**src/rtl/sxa_pkg.sv**
```systemverilog
package sxa_pkg;
  typedef struct packed {
    logic shl;   // carry-in takes lower bit of A
    logic add;   // carry-in takes ripple carry
    logic half;  // enable A_i ^ B_i term
    logic load;  // register update enable
  } sxa_ctl_t;
endpackage

```
**src/rtl/sxa_ctrl.sv**
```systemverilog
module sxa_ctrl
  import sxa_pkg::*;
(
  input  logic      shl_i,
  input  logic      xor_i,
  input  logic      add_i,
  output sxa_ctl_t  ctl_o
);
  always_comb begin
    ctl_o.shl  = shl_i;
    ctl_o.add  = add_i;
    ctl_o.half = xor_i | add_i;
    ctl_o.load = shl_i | xor_i | add_i;
  end
endmodule

```
**src/rtl/sxa_cell.sv**
```systemverilog
module sxa_cell
  import sxa_pkg::*;
(
  input  sxa_ctl_t ctl_i,
  input  logic     a_bit_i,
  input  logic     b_bit_i,
  input  logic     a_low_i,
  input  logic     rc_i,
  output logic     d_o,
  output logic     rc_o
);
  logic prop;
  logic cin;

  assign prop = a_bit_i ^ b_bit_i;
  // shared carry-in: shifted bit, ripple carry, or zero for XOR
  assign cin  = ctl_i.shl ? a_low_i : (ctl_i.add & rc_i);
  assign d_o  = (ctl_i.half & prop) ^ cin;
  assign rc_o = (a_bit_i & b_bit_i) | (prop & rc_i);
endmodule

```
**src/rtl/sxa_reg_slice.sv**
```systemverilog
module sxa_reg_slice
  import sxa_pkg::*;
#(
  parameter int WIDTH = 8
) (
  input  logic             clk_i,
  input  logic             rst_ni,
  input  logic [WIDTH-1:0] b_i,
  input  logic             shl_i,
  input  logic             xor_i,
  input  logic             add_i,
  output logic [WIDTH-1:0] a_o,
  output logic             carry_o
);
  localparam int MSB = WIDTH - 1;

  sxa_ctl_t         ctl;
  logic [WIDTH-1:0] a_q;
  logic [WIDTH-1:0] d;
  logic [WIDTH:0]   rc;
  logic [WIDTH-1:0] a_low;
  logic             carry_q;

  sxa_ctrl i_ctrl (
    .shl_i (shl_i),
    .xor_i (xor_i),
    .add_i (add_i),
    .ctl_o (ctl)
  );

  assign rc[0]    = 1'b0;
  assign a_low[0] = 1'b0;

  for (genvar i = 0; i < WIDTH; i++) begin : g_cell
    if (i > 0) begin : g_low
      assign a_low[i] = a_q[i-1];
    end
    sxa_cell i_cell (
      .ctl_i   (ctl),
      .a_bit_i (a_q[i]),
      .b_bit_i (b_i[i]),
      .a_low_i (a_low[i]),
      .rc_i    (rc[i]),
      .d_o     (d[i]),
      .rc_o    (rc[i+1])
    );
  end

  always_ff @(posedge clk_i or negedge rst_ni) begin
    if (!rst_ni) begin
      a_q     <= '0;
      carry_q <= 1'b0;
    end else begin
      if (ctl.load) a_q <= d;
      if (ctl.add)  carry_q <= rc[WIDTH];
    end
  end

  assign a_o     = a_q;
  assign carry_o = carry_q;

  logic [WIDTH:0] chk_sum;
  assign chk_sum = {1'b0, a_o} + {1'b0, b_i};

  p_hold_r2: assert property (@(posedge clk_i) disable iff (!rst_ni)
    !(shl_i | xor_i | add_i) |=> $stable(a_o));
  p_shl_r3: assert property (@(posedge clk_i) disable iff (!rst_ni)
    shl_i |=> a_o == {$past(a_o[MSB-1:0]), 1'b0});
  p_xor_r4: assert property (@(posedge clk_i) disable iff (!rst_ni)
    xor_i |=> a_o == ($past(a_o) ^ $past(b_i)));
  p_add_r5: assert property (@(posedge clk_i) disable iff (!rst_ni)
    add_i |=> a_o == $past(chk_sum[MSB:0]));
  p_carry_r6: assert property (@(posedge clk_i) disable iff (!rst_ni)
    add_i |=> carry_o == $past(chk_sum[WIDTH]));
  p_carry_hold_r7: assert property (@(posedge clk_i) disable iff (!rst_ni)
    !add_i |=> $stable(carry_o));
endmodule

```
**config.mk**
```make
export PLATFORM = sky130hd
export DESIGN_NAME = sxa_reg_slice
export DESIGN_NICKNAME = d
export VERILOG_FILES = /design/src/rtl/sxa_pkg.sv /design/src/rtl/sxa_ctrl.sv /design/src/rtl/sxa_cell.sv /design/src/rtl/sxa_reg_slice.sv
export SDC_FILE = /design/constraint.sdc
export NUM_CORES = 1
export LEC_CHECK = 0
export BUFFER_PORTS_ARGS = -buffer_cell sky130_fd_sc_hd__buf_2
export CORE_MARGIN = 4
export CORE_UTILIZATION = 41
export CTS_CLUSTER_DIAMETER = 200
export DETAILED_ROUTE_END_ITERATION = 7
export PLACE_DENSITY_LB_ADDON = 0.3
export SYNTH_ARGS = -nofsm -noshare
export SYNTH_HDL_FRONTEND = slang
export SYNTH_SLANG_ARGS = --single-unit
```
**constraint.sdc**
```tcl
create_clock -name clk_i -period 3.2 [get_ports clk_i]
set_input_delay 0.64 -clock clk_i [delete_from_list [all_inputs] [get_ports clk_i]]
set_output_delay 0.64 -clock clk_i [all_outputs]
set_load 0.1 [all_outputs]
```
Word level (Yosys, flattened, before mapping)
Cells that the tools add are included.

Logic and storage cells: 64. Bits of input ports: 13. Output and inout port bits: 9. Register bits after elaboration: 9.

Mux-type cells: 7. Bitwise operators: 55.

Operators with widths (number): AND 1 bit (30); bitwise XOR 1 bit (15); bitwise OR 1 bit (10); 2-to-1 mux 1 bit (7).

Depth between registers and ports, before layout
Depth after elaboration: 16. Gate-level depth with buffers: 7. Depth with buffers taken out: 6.

Cells and area by module
A second synthesis with hierarchy kept.

Cell total of the unflattened synthesis: 80. Area, all modules: 799.5 sq um.

By module, submodules not included: sxa_cell (times used 8, cells each 7, area each 50.0 sq um); sxa_reg_slice (times used 1, cells each 20, area each 371.6 sq um); sxa_ctrl (times used 1, cells each 4, area each 27.5 sq um).

Worst setup path before layout
OpenSTA, ideal clock, no wires.

Kind: input port to flip-flop. Start point: input b_i[1]. End point: register a_q[6] (netlist: a_o[6]). Slack: 1224 ps. Setup time: 92 ps. Data required time: 3108 ps. Stages: 6. Arrival: 1884 ps. Cells stage by stage: ha_1 -> a211oi_2 -> o21ai_2 -> and3_2 -> xnor2_1 -> o31ai_2.

Word-level cells in the longest chain between the ends: 14. Elaborated cells on any way between the ends: 15.

RTL lines: start, declared (line sxa_reg_slice.sv:8) `input logic [WIDTH-1:0] b_i,`; bitwise XOR 1 bit (line sxa_cell.sv:15) `assign prop = a_bit_i ^ b_bit_i;`; AND 1 bit (line sxa_cell.sv:19) `assign rc_o = (a_bit_i & b_bit_i) | (prop & rc_i);`; bitwise OR 1 bit * (line sxa_cell.sv:19); AND 1 bit * (line sxa_cell.sv:19); bitwise OR 1 bit * (line sxa_cell.sv:19); AND 1 bit * (line sxa_cell.sv:19); bitwise OR 1 bit * (line sxa_cell.sv:19); AND 1 bit * (line sxa_cell.sv:19); bitwise OR 1 bit * (line sxa_cell.sv:19); AND 1 bit * (line sxa_cell.sv:19); bitwise OR 1 bit * (line sxa_cell.sv:19); AND 1 bit * (line sxa_cell.sv:17) `assign cin = ctl_i.shl ? a_low_i : (ctl_i.add & rc_i);`; 2-to-1 mux 1 bit * (line sxa_cell.sv:17); bitwise XOR 1 bit * (line sxa_cell.sv:18) `assign d_o = (ctl_i.half & prop) ^ cin;`; end signal, assigned (line sxa_reg_slice.sv:51) `a_q <= '0;`; end signal, assigned (line sxa_reg_slice.sv:54) `if (ctl.load) a_q <= d;`; end, declared (line sxa_reg_slice.sv:18) `logic [WIDTH-1:0] a_q;`.

Every way passes the cells marked *; elsewhere a longest branch is shown, timed or not. A chain may end at the register's enable or synchronous reset.

Worst setup path in the final report
Start point: input b_i[1]. End point: register a_q[4] (netlist: a_o[4]).

Word-level cells in the longest chain between the ends: 10. Elaborated cells on any way between the ends: 11.

RTL lines (line): bitwise XOR 1 bit (sxa_cell.sv:15); AND 1 bit (sxa_cell.sv:19); bitwise OR 1 bit * (sxa_cell.sv:19); AND 1 bit * (sxa_cell.sv:19); bitwise OR 1 bit * (sxa_cell.sv:19); AND 1 bit * (sxa_cell.sv:19); bitwise OR 1 bit * (sxa_cell.sv:19); AND 1 bit * (sxa_cell.sv:17); 2-to-1 mux 1 bit * (sxa_cell.sv:17); bitwise XOR 1 bit * (sxa_cell.sv:18).

Marks and branches as above.

==> out/metrics.yaml <==
worst_setup_path:
  cp_data_required_time_ns: 3.40
  path_max_fanout: 6
  start_kind: "input port"
  worst_setup_path_end_kind: "register"
  path_class: "in -> reg"
  crit_chain: "buf_2 > ha_1 > a211oi_2 > o21bai_1 > nand2_1 > mux2_2 > o21ai_1"
  slowest_delay_ns: 0.37
  worstRegToRegCells: 6
  slowest_stage: "ha_1"
  crit_arrival_ns: 2.15
sta:
  tns_ns: 0
  max_slew_margin: 0.598
  finalSetupViolations: 0
  hold_violations: 0
  max_freq_ghz: 0.515
  fin_crit_sh: 0.607
  fin_hold_ws_ns: 0.212
  maxSlewViolCount: 0
  period_minus_slack_ns: 1.94
  rsz0062_at_grt: "no"
  fin_skew_ns: 0.00449
  worst_slew_pin_slew_ns: 0.601
global_route:
  grt_max_degree: 15
  grt_overflow: 0
  grt.total_usage: 0.152
  grt_pass1_vias: 728
  grt_antenna_before_repair: 0
  grt_pass1_wl_um: 3180
synth:
  yosysSeqAreaShare: 0.251
  synth_top_area_share: 0.251
  synth_ff_type: "dfrtp_1"
  synth_nets: 119
  yosysTopAreaCell: "dfrtp_1"
  ys_types: 39
  netlist_area_um2: 896
  syn_area_per_cell_um2: 9.14
  syn_inst: 98
  ys_top_cells_by_area: "dfrtp_1, ha_1, buf_4"
  synth_edf_count: 0
  ys_ff_latch: 9
  synthArstFlopShare: 1.00
  synth_warnings: 0
finish:
  fillers: 201
  final_util: 0.488
  area_growth_pct: 10.1
  final_cell_mix: "buf_2, nand2_1, dfrtp_1"
  finalNetCount: 134
  final_common_cell: "buf_2"
  drive_gt1_frac: 0.313
  antenna-diode-count: 0
cts:
  cts_setup_buffers: 0
  cts.htree.levels: 1
  clkSlewWorstSetupHoldPaths_ns: 0.07
  cts_resized: 0
  cts_tree: "done"
  hold_buffers: 0
  cts-root-buf: "clkbuf_4"
  clk_path_buf_depth: 2
  cts_buffers: 3
  cts.sinks: 9
  clk_latency_ns: 0.27
route:
  wire_per_inst_um: 13.8
  antenna_left: 0
  first_pass_iters: 4
  num_vias: 762
  vias_per_cell: 5.48
  wl_um: 1910
  drc: 0
  drt_first_iter_violations: 20
run:
  drv_cap: 0
floorplanning:
  core.rowCount: 16
  initial_core_util: 0.443
  ios: 22
  die_x_um: 54.7
  coreArea_mm2: 0.00202
  dieArea_mm2: 0.00300
  die_h_um: 54.7
place:
  place_congestion: 0.810
  dpl.hpwl_um: 1430
  io_buffer_count: 21
run_status:
  status: "finished, final reports clean"
worst_hold_path:
  hold_path.class: "in -> async"
==> path summary, 6_finish.rpt <==
kind,startpoint,end,slack [ns]
setup / recovery,b_i[1],a_o[4]$_DFFE_PN0P_,1.26
hold / removal,rst_ni,carry_o$_DFFE_PN0P_,0.21
setup reg to reg,a_o[1]$_DFFE_PN0P_,a_o[4]$_DFFE_PN0P_,1.29
hold reg to reg,carry_o$_DFFE_PN0P_,carry_o$_DFFE_PN0P_,0.50
max in group asynchronous,rst_ni,a_o[0]$_DFFE_PN0P_,2.79
min in group clk_i,carry_o$_DFFE_PN0P_,carry_o$_DFFE_PN0P_,0.50
==> synthesized netlist by cell type (2+ instances only) <==
cell,n
a31oi_1,2
dfrtp_1,9
ha_1,8
a22o_1,2
a21o_1,3
mux2_2,3
inv_1,2
nand2_1,11
mux2i_1,4
o21ai_0,4
o21ai_1,2
nor2_1,4
or2_1,2
buf_4,8
buf_2,3
a211oi_1,3
xnor2_1,4
nand3_1,2
nand2b_1,2
==> flip-flops by register name (all words and copies together) (netlist names) <==
register,cells
a_o,8
carry_o,1
==> layer usage <==
| layer | GRT usage | wire (µm) |
|---|---|---|
| met5 | 0 | 0 |
| met4 | 0.0498 | 21 |
| met3 | 0.0518 | 105 |
| met2 | 0.246 | 889 |
| met1 | 0.185 | 897 |
==> through the flow <==
stage	instance area [µm²]	instances	worst slack, ns
floorplan	896	98	1.22
global placement	960	135	1.03
detailed placement	960	135	0.998
CTS	986	139	1.28
global route	986	139	1.18
finish	986	139	1.26
==> cells by family after synthesis <==
logic type	Yosys count	share of synthesized area
compound gates	30	0.271
xor+xnor	4	0.0391
fa+ha+maj	8	0.112
mux	7	0.0824
buf+inv	13	0.0922
simple gates	27	0.152
flops	9	0.251
==> critical path, delay by kind of cell <==
kind | cells | cell delay (ns)
AO/OA/AOI/OAI | 3 | 0.62
adder cells (fa/ha/maj) | 1 | 0.37
multiplexers | 1 | 0.33
buffers and inverters | 1 | 0.10
AND/OR/NAND/NOR | 1 | 0.09
==> area by class of cell <==
cell class	count	area, µm²	area share
Inverter	2	7.51	0.00761
Tap cell	27	33.8	0.0343
Multi-Input combinational cell	76	588	0.596
Clock buffer	4	26.3	0.0266
Sequential cell	9	225	0.228
Timing Repair Buffer	21	105	0.107
Power is not shown: default switching activity piles up to over one toggle a cycle in this logic, so the estimate is an artifact.
